--- src/rtl/spram_pkg.sv ---
// Shared definitions for the configurable single-port RAM.
// Assumes: nothing beyond a 1800-2017 compliant tool.
package spram_pkg;

    // Selects whether a path carries a clock stage or passes through.
    typedef enum logic {
        STAGE_COMB = 1'b0,
        STAGE_REG  = 1'b1
    } stage_e;

endpackage

--- src/rtl/spram_stage.sv ---
// Optional pipeline stage: a plain register with synchronous active-low
// reset when STAGE is STAGE_REG, otherwise a wire.
// Assumes: RST_VAL fits in W bits.
module spram_stage
    import spram_pkg::*;
#(
    parameter int              W       = 8,
    parameter stage_e          STAGE   = STAGE_REG,
    parameter logic [W-1:0]    RST_VAL = '0
) (
    input  logic         clk,
    input  logic         rst_n,
    input  logic [W-1:0] d_i,
    output logic [W-1:0] q_o
);

    generate
        if (STAGE == STAGE_REG) begin : g_reg
            logic [W-1:0] q_r;
            // Capture the input each cycle, clear on reset.
            always_ff @(posedge clk) begin
                if (!rst_n) q_r <= RST_VAL;
                else        q_r <= d_i;
            end
            assign q_o = q_r;
        end else begin : g_comb
            assign q_o = d_i;
        end
    endgenerate

endmodule

--- src/rtl/spram_array.sv ---
// Storage array with synchronous write and asynchronous read.
// Writes are dropped during reset and for addresses at or beyond WORDS.
// A read of such an address yields unknown data.
// Assumes: control and data already aligned by the input stages.
module spram_array #(
    parameter int DATA_W = 8,
    parameter int ADDR_W = 4,
    parameter int WORDS  = 16
) (
    input  logic              clk,
    input  logic              rst_n,
    input  logic [ADDR_W-1:0] addr_i,
    input  logic [DATA_W-1:0] din_i,
    input  logic              en_i,
    input  logic              we_i,
    output logic [DATA_W-1:0] rd_o,
    output logic              wr_hit_o
);

    localparam logic [ADDR_W:0] LIMIT = (ADDR_W+1)'(WORDS);

    logic [DATA_W-1:0] mem [WORDS];
    logic              in_rng;

    // Decide whether the address lands on a stored word.
    always_comb begin
        in_rng = ({1'b0, addr_i} < LIMIT);
    end

    assign wr_hit_o = rst_n && en_i && we_i && in_rng;

    // Commit a qualified write into the array.
    always_ff @(posedge clk) begin
        if (wr_hit_o) mem[addr_i] <= din_i;
    end

    // Look up the addressed word, don't-care when out of range.
    always_comb begin
        rd_o = in_rng ? mem[addr_i] : {DATA_W{1'bx}};
    end

    AST_WRITE_LANDS: assert property (@(posedge clk) disable iff (!rst_n)
        wr_hit_o |=> mem[$past(addr_i)] == $past(din_i));

    generate
        for (genvar w = 0; w < WORDS; w++) begin : g_keep
            AST_IDLE_KEEP: assert property (@(posedge clk) disable iff (!rst_n)
                !(en_i && we_i) |=> $stable(mem[w]));
            AST_OTHER_KEEP: assert property (@(posedge clk) disable iff (!rst_n)
                (en_i && we_i && (addr_i != ADDR_W'(w))) |=> $stable(mem[w]));
        end
    endgenerate

endmodule

--- src/rtl/spram_out.sv ---
// Read-output stage. When registered, it loads the write data on a write
// (write-first), loads the array word on an enabled read, and otherwise
// holds. When combinational, it shows the array word directly.
// Assumes: wr_hit_i already includes enable, strobe, range and reset.
module spram_out
    import spram_pkg::*;
#(
    parameter int     DATA_W = 8,
    parameter stage_e STAGE  = STAGE_REG
) (
    input  logic              clk,
    input  logic              rst_n,
    input  logic              en_i,
    input  logic              wr_hit_i,
    input  logic [DATA_W-1:0] din_i,
    input  logic [DATA_W-1:0] rd_i,
    output logic [DATA_W-1:0] dout_o
);

    generate
        if (STAGE == STAGE_REG) begin : g_reg
            logic [DATA_W-1:0] q_r;
            // Update the output register on write or enabled read.
            always_ff @(posedge clk) begin
                if (!rst_n)        q_r <= '0;
                else if (wr_hit_i) q_r <= din_i;
                else if (en_i)     q_r <= rd_i;
            end
            assign dout_o = q_r;

            AST_WRITE_FIRST: assert property (@(posedge clk) disable iff (!rst_n)
                wr_hit_i |=> dout_o == $past(din_i));
            AST_DOUT_HOLD: assert property (@(posedge clk) disable iff (!rst_n)
                !en_i |=> $stable(dout_o));
        end else begin : g_comb
            assign dout_o = rd_i;
        end
    endgenerate

endmodule

--- src/rtl/spram_cfg.sv ---
// Single-port RAM whose write-data, control and read-output paths are each
// independently registered or combinational.
// Assumes: WORDS <= 2**ADDR_W; en_i and we_i are never unknown.
module spram_cfg
    import spram_pkg::*;
#(
    parameter int     DATA_W     = 8,
    parameter int     ADDR_W     = 4,
    parameter int     WORDS      = 2 ** ADDR_W,
    parameter stage_e DIN_STAGE  = STAGE_REG,
    parameter stage_e CTRL_STAGE = STAGE_REG,
    parameter stage_e DOUT_STAGE = STAGE_REG
) (
    input  logic              clk,
    input  logic              rst_n,
    input  logic [ADDR_W-1:0] addr_i,
    input  logic [DATA_W-1:0] din_i,
    input  logic              en_i,
    input  logic              we_i,
    output logic [DATA_W-1:0] dout_o
);

    localparam int CTRL_W = ADDR_W + 2;

    logic [CTRL_W-1:0] ctrl_d, ctrl_q;
    logic [DATA_W-1:0] din_c, rd_w;
    logic [ADDR_W-1:0] addr_c;
    logic              en_c, we_c, wr_hit;

    assign ctrl_d = {en_i, we_i, addr_i};
    assign {en_c, we_c, addr_c} = ctrl_q;

    spram_stage #(.W(CTRL_W), .STAGE(CTRL_STAGE), .RST_VAL('0)) ctrl_stg_i (
        .clk(clk), .rst_n(rst_n), .d_i(ctrl_d), .q_o(ctrl_q)
    );

    spram_stage #(.W(DATA_W), .STAGE(DIN_STAGE), .RST_VAL('0)) din_stg_i (
        .clk(clk), .rst_n(rst_n), .d_i(din_i), .q_o(din_c)
    );

    spram_array #(.DATA_W(DATA_W), .ADDR_W(ADDR_W), .WORDS(WORDS)) array_i (
        .clk(clk), .rst_n(rst_n), .addr_i(addr_c), .din_i(din_c),
        .en_i(en_c), .we_i(we_c), .rd_o(rd_w), .wr_hit_o(wr_hit)
    );

    spram_out #(.DATA_W(DATA_W), .STAGE(DOUT_STAGE)) out_i (
        .clk(clk), .rst_n(rst_n), .en_i(en_c), .wr_hit_i(wr_hit),
        .din_i(din_c), .rd_i(rd_w), .dout_o(dout_o)
    );

endmodule

--- config.mk ---
export PLATFORM = sky130hd
export DESIGN_NAME = spram_cfg
export DESIGN_NICKNAME = d
export VERILOG_FILES = /design/src/rtl/spram_pkg.sv /design/src/rtl/spram_stage.sv /design/src/rtl/spram_array.sv /design/src/rtl/spram_out.sv /design/src/rtl/spram_cfg.sv
export SDC_FILE = /design/constraint.sdc
export NUM_CORES = 1
export LEC_CHECK = 0
export BUFFER_PORTS_ARGS = -buffer_cell sky130_fd_sc_hd__buf_4
export CAP_MARGIN = 15
export CORE_MARGIN = 10
export CORE_UTILIZATION = 55
export DETAILED_ROUTE_END_ITERATION = 8
export PLACE_DENSITY = 0.75
export SLEW_MARGIN = 20
export SYNTH_ARGS = -nofsm -noshare
export SYNTH_HDL_FRONTEND = slang
export SYNTH_SLANG_ARGS = --single-unit
--- constraint.sdc ---
create_clock -name clk -period 2.3 [get_ports clk]
set_clock_uncertainty 0.15 [all_clocks]
set_input_delay 0.46 -clock clk [delete_from_list [all_inputs] [get_ports clk]]
set_output_delay 0.46 -clock clk [all_outputs]
set_load 0.02 [all_outputs]
==> impl_metrics.py <==
metrics = {
    "yosys": {
        "ys_ff_latch": 150,
        "syn_inst": 334,
        "netlist_area_mm2": 0.005814,
        "async_flop_share": 0,
        "yosysUniqueCellTypes": 35,
        "ys_warn_count": 0,
        "synth_seq_area_share": 0.7368,
        "synth_fp_nets": 350,
        "ys.flop_type": "edfxtp_1",
        "synth_area_per_cell_um2": 17.41,
        "synth_edf_count": 128,
    },
    "routing": {
        "drc_errors": 0,
        "vias_per_cell": 5.995,
        "wl_mm": 12.41,
        "wire_per_inst_um": 22.53,
        "final_antenna_net_count": 0,
        "dr.pass1.iters": 5,
        "drt_first_iter_violations": 368,
        "dr_total_vias": 3303,
    },
    "floorplanning": {
        "die_area_mm2": 0.01508,
        "start_util": 0.5632,
        "core-area_mm2": 0.01032,
        "rows": 37,
        "die_x_um": 122.8,
        "die_h_um": 122.8,
        "pin_count": 24,
    },
    "timing": {
        "setup_tns_ns": 0,
        "fin_crit_ns": 2.040,
        "clock.fmax_mhz": 490.1,
        "setup_viol": 0,
        "slew_headroom": 0.3462,
        "slew_viol_final": 0,
        "hold_viol": 0,
        "worst_slew_pin_slew_ns": 0.9732,
        "rsz0062_at_grt": "no",
        "post-route-period-util": 0.8872,
    },
    "placement": {
        "place.gp.congestion": 0.8736,
        "dp_hpwl_mm": 8.016,
        "io_buffers": 23,
    },
    "pwr": {
        "peakVddDrop_mv": 0.8524,
        "power_density_mw_per_mm2": 873.1,
        "p_leak_nw": 2.553,
    },
    "clock_tree": {
        "cts_buffer_depth": 2,
        "postCtsSetupBuffers": 0,
        "cts.sinks": 150,
        "ctsHtreeMaxLevel": 4,
        "cts_inserted_buffers": 17,
        "root_buffer": "clkbuf_8",
        "insertion_delay_ns": 0.53,
        "clk_pin_slew_ns": 0.06,
        "cts_tree": "done",
    },
    "cells_and_area": {
        "final.fill_count": 654,
        "syn2layout_area_growth_pct": 20.94,
        "final_cell_mix": "edfxtp_1 (128), buf_4 (55), mux2i_1 (32), dfxtp_1 (21)",
        "multiInputGateArea_mm2": 0.001374,
        "diodes": 0,
        "final_common_cell": "edfxtp_1",
        "nNetsFinal": 418,
        "fin_util": 0.6811,
        "drive_gt1_frac": 0.2506,
        "ff_latch_area_mm2": 0.004288,
    },
    "critical_path": {
        "cp_cell_sequence": "buf_4, or3_1, nor2_1, buf_4",
        "cp_max_fo": 28,
        "required_ns": 2.39,
        "crit_path_end_kind": "flip-flop",
        "crit_arrival_ns": 2.13,
        "critPathSlowestCell": "or3_1",
        "crit_family": "simple AND/OR/NAND/NOR gates",
        "cpPeakStageDelay_ns": 0.48,
        "path_common_cell": "buf_4",
        "crit_type": "flip-flop to flip-flop",
        "worst-path-buf-inv": 2,
        "cp-start-kind": "flip-flop",
    },
    "grt": {
        "gr-total-overflow": 0,
        "antenna_found_initial": 0,
        "grt_pass1_wl_mm": 19.13,
        "grt_max_degree": 29,
        "track_usage": 0.1734,
        "first_global_vias": 3262,
    },
    "status": {
        "status": "finished clean",
    },
    "job": {
        "cap_violations": 0,
    },
    "hold_path": {
        "hold_path_class": "input pin to flip-flop",
    },
}
-- timing repair --
| item | 4_1_cts | 5_1_grt |
|---|---|---|
| endpoints found under the setup margin | 0 | 1 |
| gates resized for setup | 0 | 1 |
| hold endpoints to repair | 13 | 1 |
| hold buffers | 13 | 1 |
-- per-stage QoR --
step | cell area (um^2) | hold WS, ns | total power, mW | instances | worst slack [ns]
final | 7032 | 0.03697 | 6.139 | 551 | 0.2595
after global routing | 7032 | 0.02010 | 6.297 | 551 | 0.1762
after CTS | 7019 | 0.003896 | 6.156 | 550 | 0.1485
after detailed placement | 6272 | 0.4349 | 3.302 | 505 | 0.1902
after global placement | 6272 | 0.4330 | 3.293 | 505 | 0.2541
after floorplan | 5814 | 0.4373 | 3.204 | 334 | 0.1165
-- Yosys cell counts, types with 6 or more instances --
master	count	area, um^2
o221ai_1	16	140.1
a21oi_1	8	40.04
and2_1	15	93.84
mux2i_1	32	320.3
mux2_2	7	78.83
o211ai_1	6	45.04
nor2_1	11	41.29
nor3_1	8	40.04
nand2_1	6	22.52
buf_2	8	40.04
inv_1	8	30.03
mux4_2	8	180.2
edfxtp_1	128	3844
a22oi_1	8	60.06
a221oi_1	9	78.83
dfxtp_1	22	440.4
-- layer usage --
layer  routed length, um  global-route usage  up-vias
met4                 224             0.06112        0
met5                   0                   0        -
met2                5995              0.2671      160
met1                5112              0.2303     1635
met3                1080             0.05096       23
li1                    -                   -     1485
-- path summary, 6_finish.rpt --
kind | from | end | cells after the start | slack (ns)
worst max register to register | ctrl_stg_i.q_o[3] | array_i.mem[3][7] | 4 | 0.26
worst min register to register | out_i.dout_o[2] | out_i.dout_o[2] | 2 | 0.45
worst max-delay path | ctrl_stg_i.q_o[3] | array_i.mem[3][7] | 4 | 0.26
worst min-delay path | rst_n | ctrl_stg_i.q_o[4] | 2 | 0.04
-- kinds of logic after synthesis --
kind of cell / count (synthesis) / synth area share
mux: 52 / 0.1196
buf+inv: 28 / 0.02690
flops: 150 / 0.7368
compound gates: 50 / 0.06735
simple gates: 54 / 0.04928
-- area by class of cell --
| type | instances | share of cell area |
|---|---|---|
| Sequential cell | 150 | 0.6098 |
| Inverter | 8 | 0.004270 |
| Clock buffer | 19 | 0.05996 |
| Timing Repair Buffer | 69 | 0.07865 |
| Clock inverter | 13 | 0.02776 |
| Multi-Input combinational cell | 156 | 0.1954 |
| Tap cell | 136 | 0.02420 |
-- sequential cells by signal (all words and copies together) (netlist names) --
signal	cells
out_i.dout_o	8
array_i.mem	128
din_stg_i.q_o	8
ctrl_stg_i.q_o	6
-- report_power, final --
| part | switching [mW] | internal, mW |
|---|---|---|
| registers | 0.0517 | 2.97 |
| logic | 0.127 | 0.123 |
| clock network | 1.09 | 1.78 |
| total | 1.27 | 4.87 |
-- worst reg2reg max path, delay by kind of cell (launching register included) --
kind / cells / cell delay, ns
buf+inv: 2 / 0.50
flops: 1 / 0.36
simple gates: 2 / 0.74
(Power assumes the default switching activity.)
